**config.mk**
```make
export PLATFORM = sky130hd
export DESIGN_NAME = retrain_req_ctl
export DESIGN_NICKNAME = d
export VERILOG_FILES = /design/src/rtl/retrain_pkg.sv /design/src/rtl/retrain_ctl.sv /design/src/rtl/retrain_width_dp.sv /design/src/rtl/retrain_req_ctl.sv
export SDC_FILE = /design/constraint.sdc
export NUM_CORES = 1
export LEC_CHECK = 0
export BUFFER_PORTS_ARGS = -buffer_cell sky130_fd_sc_hd__clkbuf_2
export CORE_MARGIN = 2
export CORE_UTILIZATION = 37
export DETAILED_ROUTE_END_ITERATION = 16
export PLACE_DENSITY = 0.72
export SLEW_MARGIN = 20
export SYNTH_ARGS = -nofsm -noshare
export SYNTH_HDL_FRONTEND = slang
export SYNTH_HIERARCHICAL = 1
export SYNTH_SLANG_ARGS = --single-unit
```
**constraint.sdc**
```tcl
create_clock -name clk -period 1.5 [get_ports clk]
set_clock_uncertainty 0.2 [all_clocks]
set_input_delay 0.375 -clock clk [delete_from_list [all_inputs] [get_ports clk]]
set_output_delay 0.375 -clock clk [all_outputs]
set_load 0.005 [all_outputs]
```
**src/rtl/retrain_pkg.sv**
```systemverilog
package retrain_pkg;
  // Strobes from the control module to the width datapath.
  typedef struct packed {
    logic fireRecovery;
    logic fireDetect;
    logic stageWidth;
    logic applyWidth;
  } ctlStrobes_t;
endpackage

```
**src/rtl/retrain_ctl.sv**
```systemverilog
module retrain_ctl
  import retrain_pkg::*;
#(
  parameter int ADDR_W   = 4,
  parameter int DATA_W   = 16,
  parameter int CTL_ADDR = 0,
  parameter int WID_ADDR = 1,
  parameter int LINK_BIT = 0,
  parameter int FULL_BIT = 1
) (
  input  logic              clk,
  input  logic              rstN,
  input  logic              wrEn,
  input  logic [ADDR_W-1:0] wrAddr,
  input  logic [DATA_W-1:0] wrData,
  input  logic              unlock,
  input  logic              isUpstream,
  input  logic              trainStart,
  output ctlStrobes_t       stb,
  output logic              recPulse,
  output logic              detPulse
);
  localparam logic [ADDR_W-1:0] CtlSel = ADDR_W'(CTL_ADDR);
  localparam logic [ADDR_W-1:0] WidSel = ADDR_W'(WID_ADDR);

  logic ctlHit, widHit, linkReq, fullReq, linkAllowed;

  always_comb begin
    ctlHit      = wrEn && (wrAddr == CtlSel);
    widHit      = wrEn && (wrAddr == WidSel);
    fullReq     = ctlHit && wrData[FULL_BIT];
    // A full retrain outranks a partial retrain.
    linkAllowed = !isUpstream || unlock;
    linkReq     = ctlHit && wrData[LINK_BIT] && linkAllowed && !fullReq;
    stb.fireRecovery = linkReq;
    stb.fireDetect   = fullReq;
    stb.stageWidth   = widHit && isUpstream && unlock;
    stb.applyWidth   = fullReq || trainStart;
  end

  // Retrain bits clear themselves: each accepted write gives one pulse.
  always_ff @(posedge clk) begin
    if (!rstN) begin
      recPulse <= 1'b0;
      detPulse <= 1'b0;
    end else begin
      recPulse <= stb.fireRecovery;
      detPulse <= stb.fireDetect;
    end
  end

  assert_locked_up_R2: assert property (@(posedge clk) disable iff (!rstN)
    (ctlHit && isUpstream && !unlock && !wrData[FULL_BIT]) |=> (!recPulse && !detPulse));

  assert_down_retrain_R3: assert property (@(posedge clk) disable iff (!rstN)
    (ctlHit && !isUpstream && wrData[LINK_BIT] && !wrData[FULL_BIT]) |=> recPulse);

  assert_full_retrain_R4: assert property (@(posedge clk) disable iff (!rstN)
    (ctlHit && wrData[FULL_BIT]) |=> (detPulse && !recPulse));

  assert_exclusive_R5: assert property (@(posedge clk) disable iff (!rstN)
    !(recPulse && detPulse));

  assert_pulse_cause_R9: assert property (@(posedge clk) disable iff (!rstN)
    (recPulse || detPulse) |-> $past(ctlHit));
endmodule

```
**src/rtl/retrain_width_dp.sv**
```systemverilog
module retrain_width_dp
  import retrain_pkg::*;
#(
  parameter int WIDTH_W       = 6,
  parameter int DEFAULT_WIDTH = 4
) (
  input  logic               clk,
  input  logic               rstN,
  input  ctlStrobes_t        stb,
  input  logic [WIDTH_W-1:0] wrWidth,
  output logic [WIDTH_W-1:0] appliedWidth
);
  localparam logic [WIDTH_W-1:0] ResetWidth = WIDTH_W'(DEFAULT_WIDTH);

  logic [WIDTH_W-1:0] stagedWidth;

  // Only reset restores the default. Retraining only copies staged to applied.
  always_ff @(posedge clk) begin
    if (!rstN) begin
      stagedWidth  <= ResetWidth;
      appliedWidth <= ResetWidth;
    end else begin
      if (stb.stageWidth) stagedWidth <= wrWidth;
      if (stb.applyWidth) appliedWidth <= stagedWidth;
    end
  end

  assert_apply_staged_R7: assert property (@(posedge clk) disable iff (!rstN)
    stb.applyWidth |=> (appliedWidth == $past(stagedWidth)));

  assert_recovery_keeps_R8: assert property (@(posedge clk) disable iff (!rstN)
    (stb.fireRecovery && !stb.applyWidth) |=> $stable(appliedWidth));
endmodule

```
**src/rtl/retrain_req_ctl.sv**
```systemverilog
module retrain_req_ctl
  import retrain_pkg::*;
#(
  parameter int ADDR_W        = 4,
  parameter int DATA_W        = 16,
  parameter int WIDTH_W       = 6,
  parameter int DEFAULT_WIDTH = 4
) (
  input  logic               clk,
  input  logic               rstN,
  input  logic               wrEn,
  input  logic [ADDR_W-1:0]  wrAddr,
  input  logic [DATA_W-1:0]  wrData,
  input  logic               unlock,
  input  logic               isUpstream,
  input  logic               trainStart,
  output logic               gotoRecovery,
  output logic               gotoDetect,
  output logic [WIDTH_W-1:0] maxWidthApplied
);
  ctlStrobes_t stb;
  logic        unusedBits;

  assign unusedBits = ^wrData[DATA_W-1:WIDTH_W];

  retrain_ctl #(
    .ADDR_W(ADDR_W), .DATA_W(DATA_W),
    .CTL_ADDR(0), .WID_ADDR(1), .LINK_BIT(0), .FULL_BIT(1)
  ) u_ctl (
    .clk(clk), .rstN(rstN), .wrEn(wrEn), .wrAddr(wrAddr), .wrData(wrData),
    .unlock(unlock), .isUpstream(isUpstream), .trainStart(trainStart),
    .stb(stb), .recPulse(gotoRecovery), .detPulse(gotoDetect)
  );

  retrain_width_dp #(
    .WIDTH_W(WIDTH_W), .DEFAULT_WIDTH(DEFAULT_WIDTH)
  ) u_dp (
    .clk(clk), .rstN(rstN), .stb(stb),
    .wrWidth(wrData[WIDTH_W-1:0]), .appliedWidth(maxWidthApplied)
  );
endmodule

```
==> impl_summary.md <==
Outcome
The flow ran to the end, but the final reports show violations. The final reports fail on negative setup slack.

Cells and area
For this run, the post-layout net count is 103. The area growth from synthesis to layout is 30.84%. The post-route netlist has 44.00% of its cells at a drive strength greater than 1. In the final layout, the multi-input gates occupy 272.8 um2. Across the whole layout, storage elements account for 280.3 um2. At the end of the flow the core is filled with cells to 50.51%. The filler cell count in the final layout is 157. The design area is 743.2 um2. The number of antenna cells inserted is 0.

Global routing
The global routing stage identified its most utilized layer as met2. Global routing used 2.979% of the available met3 tracks. The total overflow left after global routing is 0. Entering global routing, the biggest net connects 15 pins. The number of antenna violations at the first check in global routing is 0. The fraction of met2 tracks used by global routing is 25.07%. The first global-routing pass estimated 1814 um of wire.

The global-route met1 utilization is 12.92%. Across every metal layer, demand over resource in global routing totals 13.54%. The via count of the first global-routing pass came to 454.

Place
After detailed placement, the total cell area comes to 699.4 um2. Routability-driven placement finished with a final weighted congestion of 0.6266. The count of input and output buffers is 23.

The wire-length estimate of the detail-placed layout is 847.8 um.

Pwr
Summed over all cells, the static leakage comes to 0.3301 nW. Total power for the finished layout comes to 0.6273 mW. The power per cell area is 844.0 nW/um2. Across the VDD grid, the largest voltage drop is 0.0005820 V.

Detailed routing
Once detail routing completed, the nets flagged for antenna violations numbered 0. In the final routed layout, each cell accounts on average for 12.01 um. The total via count in the routed design is 426. The post-detailed-route via-to-cell ratio is 4.681.

In the routed design, unresolved DRC markers number 0. In this run, the number of DRC markers left after iteration 0 of detailed routing was 1. The first detailed-routing pass took 4 iterations. The routed wire length is 1093 um.

CTS
The clock drives 14 sinks. The CTS tree is built. The cell at the root of the clock tree is sky130_fd_sc_hd__clkbuf_4. The maximum number of buffers from clock root to sink is 2.

The TritonCTS buffer count is 3. For the worst-skew pair, the clock arrives at the later sink with an insertion delay of 0.26 ns. The H-tree depth is 1.

Clock-pin slew was measured on the worst setup and hold paths at 0.08 ns.

Timing
The count of endpoints failing hold in the final timing report came to 0. Dividing the final minimum period by the clock period gives 100.4%. For the pin with the worst max-slew slack, the measured transition is 0.2182 ns. The number of max-slew violations in the final report is 0. The worst hold slack is 0.1286 ns. The number of endpoints failing setup at the final stage is 3.

The post-route minimum period is 1.506 ns. The worst pin sits at a relative slew slack of 85.45%. The fmax is 0.6640 GHz.

Setup slack on the critical path of the routed design comes to -0.006109 ns. Setup repair after global routing could not meet its margin everywhere.

Setup path
The data required time at the worst endpoint is 1.46 ns. STA classifies the critical path startpoint as a primary input. The setup path with the least slack is of type primary input to register. The data arrival time at the worst-slack endpoint is 1.47 ns. Along the worst path, the maximum fanout reaches 4. The kind of end point of the critical path is a register. The setup check on the worst reg-to-reg path leaves a slack of 0.66 ns.

Floorplanning
The core region is 1471 um2. Once the floorplan was initialized, standard cells occupied 38.61% of the core. The die is 43.18 um tall. The floorplan step defined a die boundary enclosing 1865 um2.

Measured along the x axis, the die boundary spans 43.18 um. 34 I/O pins were placed. After floorplanning, the core was divided into 14 placement rows.

Run
The tool flagged a number of max-cap violations equal to 0.

Synthesis
The number of nets in the synthesized netlist is 75. The per-instance average area after synthesis is 11.59 um2. The number of standard cells after synthesis is 49. The cell area after synthesis is 568.0 um2. The number of warnings issued by yosys is 6.

Min path
The tightest min-delay check is of the primary input to register type.
worst max-delay path, cell delays in order:
cell                      delay, ns
sky130_fd_sc_hd__buf_6         0.10
sky130_fd_sc_hd__nor4b_4       0.27
sky130_fd_sc_hd__and2b_1       0.18
sky130_fd_sc_hd__a21o_1        0.15
sky130_fd_sc_hd__buf_4         0.15
sky130_fd_sc_hd__mux2i_1       0.18
sky130_fd_sc_hd__nor2b_1       0.06
per-stage QoR:
stage,cells,setup TNS (ns),setup WS (ns)
2_1_floorplan,49,-0.4926,-0.05519
3_3_place_gp,87,-2.824,-0.2572
3_5_place_dp,87,-3.316,-0.3129
4_1_cts,91,-0.01134,-0.007831
5_1_grt,91,-0.2392,-0.04872
6_report,91,-0.007470,-0.006109
final cells by class:
class                           count  share of cell area [%]
Tap cell                           16                   2.694
Sequential cell                    14                   37.71
Timing Repair Buffer               26                   19.87
Multi-Input combinational cell     32                   36.70
Clock buffer                        3                   3.030
worst paths after layout:
check                       startpoint              endpoint  cells past startpoint
setup / recovery             wrAddr[1]  u_dp/appliedWidth[0]                      7
hold / removal               wrData[2]   u_dp/stagedWidth[2]                      3
setup reg to reg   u_dp/stagedWidth[3]  u_dp/appliedWidth[3]                      2
hold reg to reg   u_dp/appliedWidth[2]  u_dp/appliedWidth[2]                      2
cell usage in the layout (no fill, tap or decap):
master                     count
sky130_fd_sc_hd__nand2b_1      1
sky130_fd_sc_hd__nor4b_4       1
sky130_fd_sc_hd__and4_2        1
sky130_fd_sc_hd__clkbuf_4      3
sky130_fd_sc_hd__clkbuf_2     22
sky130_fd_sc_hd__nand2_1       2
sky130_fd_sc_hd__and2b_1       1
sky130_fd_sc_hd__dfxtp_1      14
sky130_fd_sc_hd__mux2i_2       1
sky130_fd_sc_hd__a21o_1        1
sky130_fd_sc_hd__nand3_1       1
sky130_fd_sc_hd__nor2b_1      10
sky130_fd_sc_hd__buf_6         2
sky130_fd_sc_hd__buf_4         2
sky130_fd_sc_hd__and3_1        1
sky130_fd_sc_hd__mux2i_1      11
sky130_fd_sc_hd__nor3b_2       1
power by group:
part | switching (mW) | internal (mW)
sequential | 0.000537 | 0.372
clock | 0.105 | 0.0926
combinational | 0.0230 | 0.0341
state kept, by name (all words and copies together) (netlist names):
signal / cells
u_ctl/recPulse: 1
u_dp/stagedWidth: 6
u_ctl/detPulse: 1
u_dp/appliedWidth: 6
layer usage:
| metal | vias to the layer above | routed length [um] |
|---|---|---|
| met1 | 187 | 451 |
| met2 | 15 | 570 |
| met4 | 0 | 17 |
| met5 | - | 0 |
| met3 | 2 | 54 |
| li1 | 222 | - |
repair_timing:
action	in CTS	in global routing
resized for setup	0	4
endpoints found under the setup margin	5	11
buffers inserted	1	0
hold buffers	0	0
endpoints found under the hold margin	0	0
Note: power is estimated with default switching activity, not from simulation.
